--- config.mk ---
export PLATFORM = sky130hd
export DESIGN_NAME = frame_seq
export DESIGN_NICKNAME = d
export VERILOG_FILES = /design/src/rtl/fseq_pkg.sv /design/src/rtl/fseq_ctrl.sv /design/src/rtl/fseq_timer.sv /design/src/rtl/fseq_irq.sv /design/src/rtl/frame_seq.sv
export SDC_FILE = /design/constraint.sdc
export NUM_CORES = 1
export LEC_CHECK = 0
export BUFFER_PORTS_ARGS = -buffer_cell sky130_fd_sc_hd__buf_2
export CORE_ASPECT_RATIO = 0.6
export CORE_UTILIZATION = 49
export DETAILED_ROUTE_END_ITERATION = 10
export PLACE_DENSITY = 0.74
export SETUP_SLACK_MARGIN = 0.3
export SLEW_MARGIN = 15
export SYNTH_ARGS = -nofsm -noshare
export SYNTH_HDL_FRONTEND = slang
export SYNTH_SLANG_ARGS = --single-unit
--- constraint.sdc ---
create_clock -name clk -period 2.1 [get_ports clk]
set_input_delay 0.21 -clock clk [delete_from_list [all_inputs] [get_ports clk]]
set_output_delay 0.21 -clock clk [all_outputs]
set_load 0.05 [all_outputs]
--- src/rtl/fseq_pkg.sv ---
package fseq_pkg;

    localparam int CTL_W    = 8;
    localparam int MODE_BIT = 7;
    localparam int INH_BIT  = 6;
    localparam int FLAG_BIT = 6;
    localparam int NPTS     = 5;

    // per step point: which ones emit a quarter / half strobe in each mode
    localparam logic [NPTS-1:0] QTR_MASK_4 = 5'b01111;
    localparam logic [NPTS-1:0] QTR_MASK_5 = 5'b10111;
    localparam logic [NPTS-1:0] HALF_MASK_4 = 5'b01010;
    localparam logic [NPTS-1:0] HALF_MASK_5 = 5'b10010;

    typedef enum logic {
        SEQ_4STEP = 1'b0,
        SEQ_5STEP = 1'b1
    } seq_mode_e;

    typedef struct packed {
        seq_mode_e mode;
        logic      inhibit;
    } ctl_s;

    typedef struct packed {
        logic qtr;
        logic half;
    } stb_s;

    function automatic ctl_s decode_ctl(input logic [CTL_W-1:0] v);
        ctl_s c;
        c.mode    = seq_mode_e'(v[MODE_BIT]);
        c.inhibit = v[INH_BIT];
        return c;
    endfunction

    function automatic logic [CTL_W-1:0] pack_status(input logic flag);
        logic [CTL_W-1:0] s;
        s = '0;
        s[FLAG_BIT] = flag;
        return s;
    endfunction

endpackage

--- src/rtl/fseq_ctrl.sv ---
module fseq_ctrl
    import fseq_pkg::*;
(
    input  logic             clk,
    input  logic             rst,
    input  logic             ctl_wr,
    input  logic [CTL_W-1:0] ctl_wdata,
    input  logic             soft_rst,
    output ctl_s             ctl,
    output logic             restart,
    output logic             clr_flag,
    output logic             imm_stb
);

    logic [CTL_W-1:0] last_q;
    ctl_s             ctl_q;
    logic             imm_q;
    logic [CTL_W-1:0] apply_val;
    ctl_s             apply_ctl;

    always_comb begin
        restart   = ctl_wr | soft_rst;
        apply_val = ctl_wr ? ctl_wdata : last_q;
        apply_ctl = decode_ctl(apply_val);
        clr_flag  = restart & apply_ctl.inhibit;
    end

    always_ff @(posedge clk) begin
        if (rst) begin
            last_q <= '0;
            ctl_q  <= decode_ctl('0);
            imm_q  <= 1'b0;
        end else begin
            imm_q <= restart && (apply_ctl.mode == SEQ_5STEP);
            if (restart) ctl_q <= apply_ctl;
            if (ctl_wr)  last_q <= ctl_wdata;
        end
    end

    assign ctl     = ctl_q;
    assign imm_stb = imm_q;

endmodule

--- src/rtl/fseq_timer.sv ---
module fseq_timer
    import fseq_pkg::*;
#(
    parameter int STEP1 = 7456,
    parameter int STEP2 = 14912,
    parameter int STEP3 = 22370,
    parameter int STEP4 = 29828,
    parameter int STEP5 = 37280
) (
    input  logic      clk,
    input  logic      rst,
    input  logic      cen,
    input  logic      restart,
    input  seq_mode_e mode,
    output stb_s      stb,
    output logic      irq_win
);

    localparam int LAST4 = STEP4 + 2;
    localparam int LAST  = (STEP5 > LAST4) ? STEP5 : LAST4;
    localparam int CW    = $clog2(LAST + 1);

    localparam logic [CW-1:0] PTS [NPTS] = '{CW'(STEP1), CW'(STEP2), CW'(STEP3),
                                             CW'(STEP4), CW'(STEP5)};

    logic [CW-1:0]   cnt_q;
    logic [NPTS-1:0] hit;
    logic [CW-1:0]   wrap_pt;
    logic            at_end;
    logic            m5;

    for (genvar i = 0; i < NPTS; i++) begin : g_hit
        assign hit[i] = (cnt_q == PTS[i]);
    end

    always_comb begin
        m5       = (mode == SEQ_5STEP);
        wrap_pt  = m5 ? CW'(STEP5) : CW'(LAST4);
        at_end   = (cnt_q == wrap_pt);
        stb.qtr  = cen && |(hit & (m5 ? QTR_MASK_5 : QTR_MASK_4));
        stb.half = cen && |(hit & (m5 ? HALF_MASK_5 : HALF_MASK_4));
        irq_win  = cen && !m5 && (cnt_q >= CW'(STEP4)) && (cnt_q <= CW'(LAST4));
    end

    always_ff @(posedge clk) begin
        if (rst || restart) begin
            cnt_q <= '0;
        end else if (cen) begin
            cnt_q <= at_end ? '0 : cnt_q + 1'b1;
        end
    end

endmodule

--- src/rtl/fseq_irq.sv ---
module fseq_irq (
    input  logic clk,
    input  logic rst,
    input  logic set,
    input  logic clr_wr,
    input  logic rd,
    output logic flag
);

    logic flag_q;

    always_ff @(posedge clk) begin
        if (rst)         flag_q <= 1'b0;
        else if (clr_wr) flag_q <= 1'b0;
        else if (set)    flag_q <= 1'b1;
        else if (rd)     flag_q <= 1'b0;
    end

    assign flag = flag_q;

endmodule

--- src/rtl/frame_seq.sv ---
module frame_seq
    import fseq_pkg::*;
#(
    parameter int STEP1 = 7456,
    parameter int STEP2 = 14912,
    parameter int STEP3 = 22370,
    parameter int STEP4 = 29828,
    parameter int STEP5 = 37280
) (
    input  logic       clk,
    input  logic       rst,
    input  logic       cpu_en,
    input  logic       ctl_wr,
    input  logic [7:0] ctl_wdata,
    input  logic       soft_rst,
    input  logic       stat_rd,
    output logic [7:0] stat_rdata,
    output logic       qtr_stb,
    output logic       half_stb,
    output logic       irq_n
);

    ctl_s ctl_st;
    logic restart;
    logic clr_flag;
    logic imm_stb;
    stb_s seq_stb;
    logic irq_win;
    logic flag;

    fseq_ctrl u_ctrl (
        .clk       (clk),
        .rst       (rst),
        .ctl_wr    (ctl_wr),
        .ctl_wdata (ctl_wdata),
        .soft_rst  (soft_rst),
        .ctl       (ctl_st),
        .restart   (restart),
        .clr_flag  (clr_flag),
        .imm_stb   (imm_stb)
    );

    fseq_timer #(
        .STEP1 (STEP1),
        .STEP2 (STEP2),
        .STEP3 (STEP3),
        .STEP4 (STEP4),
        .STEP5 (STEP5)
    ) u_timer (
        .clk     (clk),
        .rst     (rst),
        .cen     (cpu_en),
        .restart (restart),
        .mode    (ctl_st.mode),
        .stb     (seq_stb),
        .irq_win (irq_win)
    );

    fseq_irq u_irq (
        .clk    (clk),
        .rst    (rst),
        .set    (irq_win && !ctl_st.inhibit),
        .clr_wr (clr_flag),
        .rd     (stat_rd),
        .flag   (flag)
    );

    assign qtr_stb    = seq_stb.qtr  | imm_stb;
    assign half_stb   = seq_stb.half | imm_stb;
    assign irq_n      = ~flag;
    assign stat_rdata = pack_status(flag);

endmodule

# --- Word-level counts from Yosys, hierarchy flattened ---
# Index checks and enable logic that the tools add are counted.
totals:
  ff_bits: 28
  latch_bits: 0
  ramBits: 0
  mem_bits_ro: 0
  in_bits: 14
  output_inout_bits: 11
  wordCells: 44
  mem_count: 0
classes:
  n_addsub: 1
  multipliers: 0
  n_div: 0
  order_cmp: 2
  n_eq_ne: 6
  shift: 0
  muxes: 7
  bitwise: 7
  reduce_logical: 14
ops:
  columns: ["op", "count"]
  rows:
  - ["$eq A16 B15 Y1 const B", 2]
  - ["$mux W16", 2]
  - ["$add A16 B1 Y16 const B", 1]
  - ["$eq A16 B13 Y1 const B", 1]
  - ["$eq A16 B14 Y1 const B", 1]
  - ["$eq A16 B16 Y1", 1]
  - ["$eq A16 B16 Y1 const B", 1]
  - ["$ge A16 B15 Y1 const B", 1]
  - ["$le A16 B15 Y1 const B", 1]
  - ["$and A5 B5 Y5", 2]
  - ["$mux W5", 2]
  - ["$reduce_or A5 Y1", 2]
  - ["$mux W8", 1]
  - ["$logic_and A1 B1 Y1", 7]
  - ["$or A1 B1 Y1", 3]
  - ["$logic_not A1 Y1", 2]
  - ["$mux W1", 2]
  - ["$reduce_bool A2 Y1", 1]
  - ["$reduce_or A2 Y1", 1]
  - ["$and A1 B1 Y1", 1]
  - ["$logic_or A1 B1 Y1", 1]
  - ["$not A1 Y1", 1]

# --- Logic depth before layout (Yosys ltp) ---
logic_depth:
  ltp_word: 6
  ltp_mapped: 6
  depth_no_buf: 6

# --- Hierarchy ---
# From an unflattened synthesis, not the netlist that was laid out.
hier_totals:
  hier_cells: 175
  hier_area_um2: 1452.6
by_module_without_submodules:
  columns: ["module", "instances", "cells_per_inst", "area_per_inst_um2", "seq_area_each_um2"]
  rows:
  - ["fseq_timer", 1, 134, 1106.1, 320.3]
  - ["fseq_ctrl", 1, 24, 215.2, 100.1]
  - ["frame_seq", 1, 13, 86.3, 0.0]
  - ["fseq_irq", 1, 4, 45.0, 20.0]

# --- Worst setup path before layout ---
# OpenSTA, ideal clock, no wires.
synth_timing:
  path_type: "register to register"
  from: "register u_timer.cnt_q[9]"
  to: "register u_timer.cnt_q[10]"
  setup_time_ns: 0.132
  arrival_ns: 2.150
  required_time_ns: 1.968
  setup_slack_ns: -0.181
  stages_incl_launch_ff: 7
  path_buffers: 2
  synth_period_minus_slack_ns: 2.281
  cell_sequence: "dfxtp_1 > buf_2 > or4b_4 > or4b_4 > a2111oi_4 > buf_6 > nor3_1"
synth_via:
  elab_chain_len: 2
synth_rtl:
  columns: ["item", "line", "rtl"]
  rows:
  - ["start, declared", "fseq_timer.sv:26", "logic [CW-1:0] cnt_q;"]
  - ["start signal, assigned", "fseq_timer.sv:49", "cnt_q <= at_end ? '0 : cnt_q + 1'b1;"]
  - ["$add A16 B1 Y16 or $eq A16 B16 Y1 (tied branches)", "fseq_timer.sv:49, fseq_timer.sv:39", null]
  - ["$mux W16 *", "fseq_timer.sv:49", null]
# Every way passes the cells marked *; elsewhere a longest branch is shown, timed or not.
# A chain may end at the register's enable or synchronous reset.

# --- Worst setup path in the final report ---
layout_timing:
  from: "register u_timer.cnt_q[15]"
  to: "register u_timer.cnt_q[2]"
layout_via:
  elab_chain_len: 2
layout_rtl:
  columns: ["item", "line", "rtl"]
  rows:
  - ["$eq A16 B16 Y1", "fseq_timer.sv:39", "at_end = (cnt_q == wrap_pt);"]
  - ["$mux W16", "fseq_timer.sv:49", null]
# Every way passes these cells.

==> results.toml <==
[worst_hold_path]
min_from = "rst"
worst_hold_path.num_cells = 2
min_path_type = "in2reg"
whs_endpoint = "u_ctrl.ctl[0]"

[yosys]
synth_seq_area_share_pct = 31.3
ys_top_cells_by_area = "dfxtp_1 31%, xor2_1 5.6%, nor3_1 4.6%"
synthDistinctLibCells = 46
syn_area_um2 = 1410
synthTopCellsByCount = "22 x dfxtp_1, 13 x nor3_1, 12 x nand2_1, 9 x clkbuf_1, 9 x xor2_1"
synth_top_area_cell = "dfxtp_1"
syn_inst = 169
synth.most_common_cell = "dfxtp_1"
synth_top_area_share_pct = 31.3
avgSynthCellArea_um2 = 8.34
ys_async_sr_fraction_pct = 0
synth_edf_count = 0
ys_seq_elements = 22
synth_warnings = 0
ys.flop_type = "dfxtp_1"

[pwr]
powerDensity_nw_per_um2 = 526
swShare_pct = 23.6
pwr-share-clk_pct = 43.8
comb_power_share_pct = 9.7
power.internal_uw = 704
leakage_uw = 0.000647
vdd_drop_max_v = 0.000491
seqPwrFrac_pct = 46.5
p_total_uw = 921
power.switching_uw = 217

[place]
placed_cell_area_um2 = 1580
place_inst = 216
dp_worst_setup_slack_ns = -0.0123
dpl.hpwl_um = 2600
io_buffers = 11
place_congestion = 0.890

[clock_network]
path_clk_slew_ns = 0.09
h-tree-depth = 1
clock_latency_ns = 0.26
cts_buffers = 3
numClockSinks = 22
clockBufferDepth = 2
hold_buffers = 0
clockRootBuffer = "clkbuf_8"
cts_tree = "yes"

[sta]
min_period_ns = 2.15
finalHoldViolCount = 0
tightestPinTransition_ns = 0.611
finalSetupViolCount = 18
setup_slack_ns = -0.0459
fmax_ghz = 0.466
fin_crit_sh_pct = 102
drv_slew = 0
rsz0062_at_grt = "true"
slew_headroom_pct = 59.3
finalClockSkew_ns = 0.00241

[floorplan]
fp.dieH_um = 43.5
dieArea_um2 = 3100
io_pins = 25
core-area_um2 = 2610
rows = 14
die_w_um = 71.2
start_util_pct = 54.0

[global_routing]
grt_pass1_vias = 1182
grt_max_degree = 18
antenna_found_initial = 0
track_usage_pct = 25.5
grt_overflow = 0
grt_pass1_wl_um = 5930

[drt]
drc = 2
first_pass_iters = 8
wire_per_inst_um = 15.6
drt_wl_total_um = 3460
num_vias = 1331
detail-route-antenna-nets = 0
drt_iter0_drc = 116
via_per_inst = 6.02

[outcome]
status = "finished, violations left"
violations = "design-rule violations, negative setup slack"

[cells_and_area]
postLayoutCoreUtil_pct = 67.0
drive_gt1_share_pct = 25.4
insertedDiodeCount = 0
layout.nets = 207
area_growth_syn_to_layout_pct = 24.2
fin_cells = 221
final_area_um2 = 1750

[worst_setup_path]
path_cells = "or4b_4 > or4b_4 > a2111oi_4 > buf_6 > nor3_1"
regToRegStartpoint = "u_timer.cnt_q[15]"
max_stage_delay_ns = 0.54
crit_required_ns = 2.23
crit_path_frequent_cell = "or4b_4"
r2r_slack_ns = -0.05
critPathLaunch = "u_timer.cnt_q[15]"
startpoint_type = "flip-flop"
worstPathArrival_ns = 2.28
crit_family = "simple AND/OR/NAND/NOR gates"
path_max_fanout = 8
crit_slowest_cell = "or4b_4"
critPathCaptureType = "flip-flop"
reg2regPathDepth = 5
critPathKind = "reg2reg"
r2r_end = "u_timer.cnt_q[2]"
critPathBufInv = 1

[flow_run]
max_cap_viol_count = 0
-- timing repair --
action                     CTS  global route
pin swaps                    7             0
gates resized for setup     14             4
setup endpoints to repair   19            19
setup buffers                1             0
-- metrics by stage --
step	setup TNS [ns]	hold slack (ns)
3_3_place_gp	0	0.434
3_5_place_dp	-0.0148	0.462
6_report	-0.625	0.175
2_1_floorplan	-1.08	0.291
4_1_cts	-0.644	0.175
5_1_grt	-1.42	0.177
-- placed cells by master (no fill, tap or decap), types with 3 or more instances in the layout --
| cell type | n |
|---|---|
| nand4_1 | 4 |
| and3_1 | 4 |
| nand2b_1 | 4 |
| mux2i_1 | 3 |
| buf_2 | 9 |
| or3_1 | 6 |
| nor3_1 | 12 |
| a211oi_1 | 5 |
| xor2_1 | 9 |
| nand3_1 | 6 |
| nor2_1 | 4 |
| or4_1 | 3 |
| ha_1 | 3 |
| buf_4 | 16 |
| conb_1 | 7 |
| nand2_1 | 11 |
| dfxtp_1 | 21 |
| o31ai_1 | 4 |
| inv_1 | 8 |
| clkbuf_8 | 3 |
| o21ai_0 | 4 |
| or4b_4 | 4 |
-- kinds of logic (layout without fill, tap and decap cells) --
logic type                 after synthesis  count (layout)  share of synthesized area, %
and+or+nand+nor                         76              76                          32.6
AOI/OAI and AO/OA                       27              27                          14.9
buffers and inverters                   27              41                          9.95
DFF                                     22              22                          31.3
xor gates and xnor gates                10              10                          6.22
adders and majority gates                3               3                          2.66
muxes                                    3               3                          2.13
other                                    1               7                         0.266
-- cell type report --
class,instances,area (um2)
clock buffers,3,41.3
clock inverters,1,30.0
fillers,210,861
inverters,8,30.0
multi-input cells,126,948
flip-flops and latches,22,442
well taps,32,40.0
repair buffers,29,218
-- per-layer routing --
layer / global-route usage [%] / share of wire, %
met1: 39.8 / 52
met2: 35.8 / 40
met3: 5.81 / 7.5
met4: 4.40 / 0.61
met5: 0 / 0
-- worst max-delay path by stage --
stage | end | cells after the start
after detailed placement | half_stb | 6
after floorplan | u_timer.cnt_q[10] | 6
final | u_timer.cnt_q[2] | 5
after CTS | u_timer.cnt_q[2] | 5
after global routing | u_timer.cnt_q[5] | 5
after global placement | u_timer.cnt_q[9] | 5
-- sequential cells by signal (all words and copies together) (netlist names) --
signal          cells
u_ctrl.imm_stb      1
u_timer.cnt_q      16
u_ctrl.ctl          2
u_ctrl.last_q       2
u_irq.flag          1
-- power groups by stage --
stage / clock network, uW / registers, uW / logic, uW
floorplan: 0 / 436 / 75.3
global placement: 0 / 437 / 80.0
detailed placement: 0 / 438 / 82.2
CTS: 408 / 428 / 88.6
global route: 423 / 429 / 95.0
finish: 404 / 428 / 89.3
Note: power is estimated with default switching activity, not from simulation.
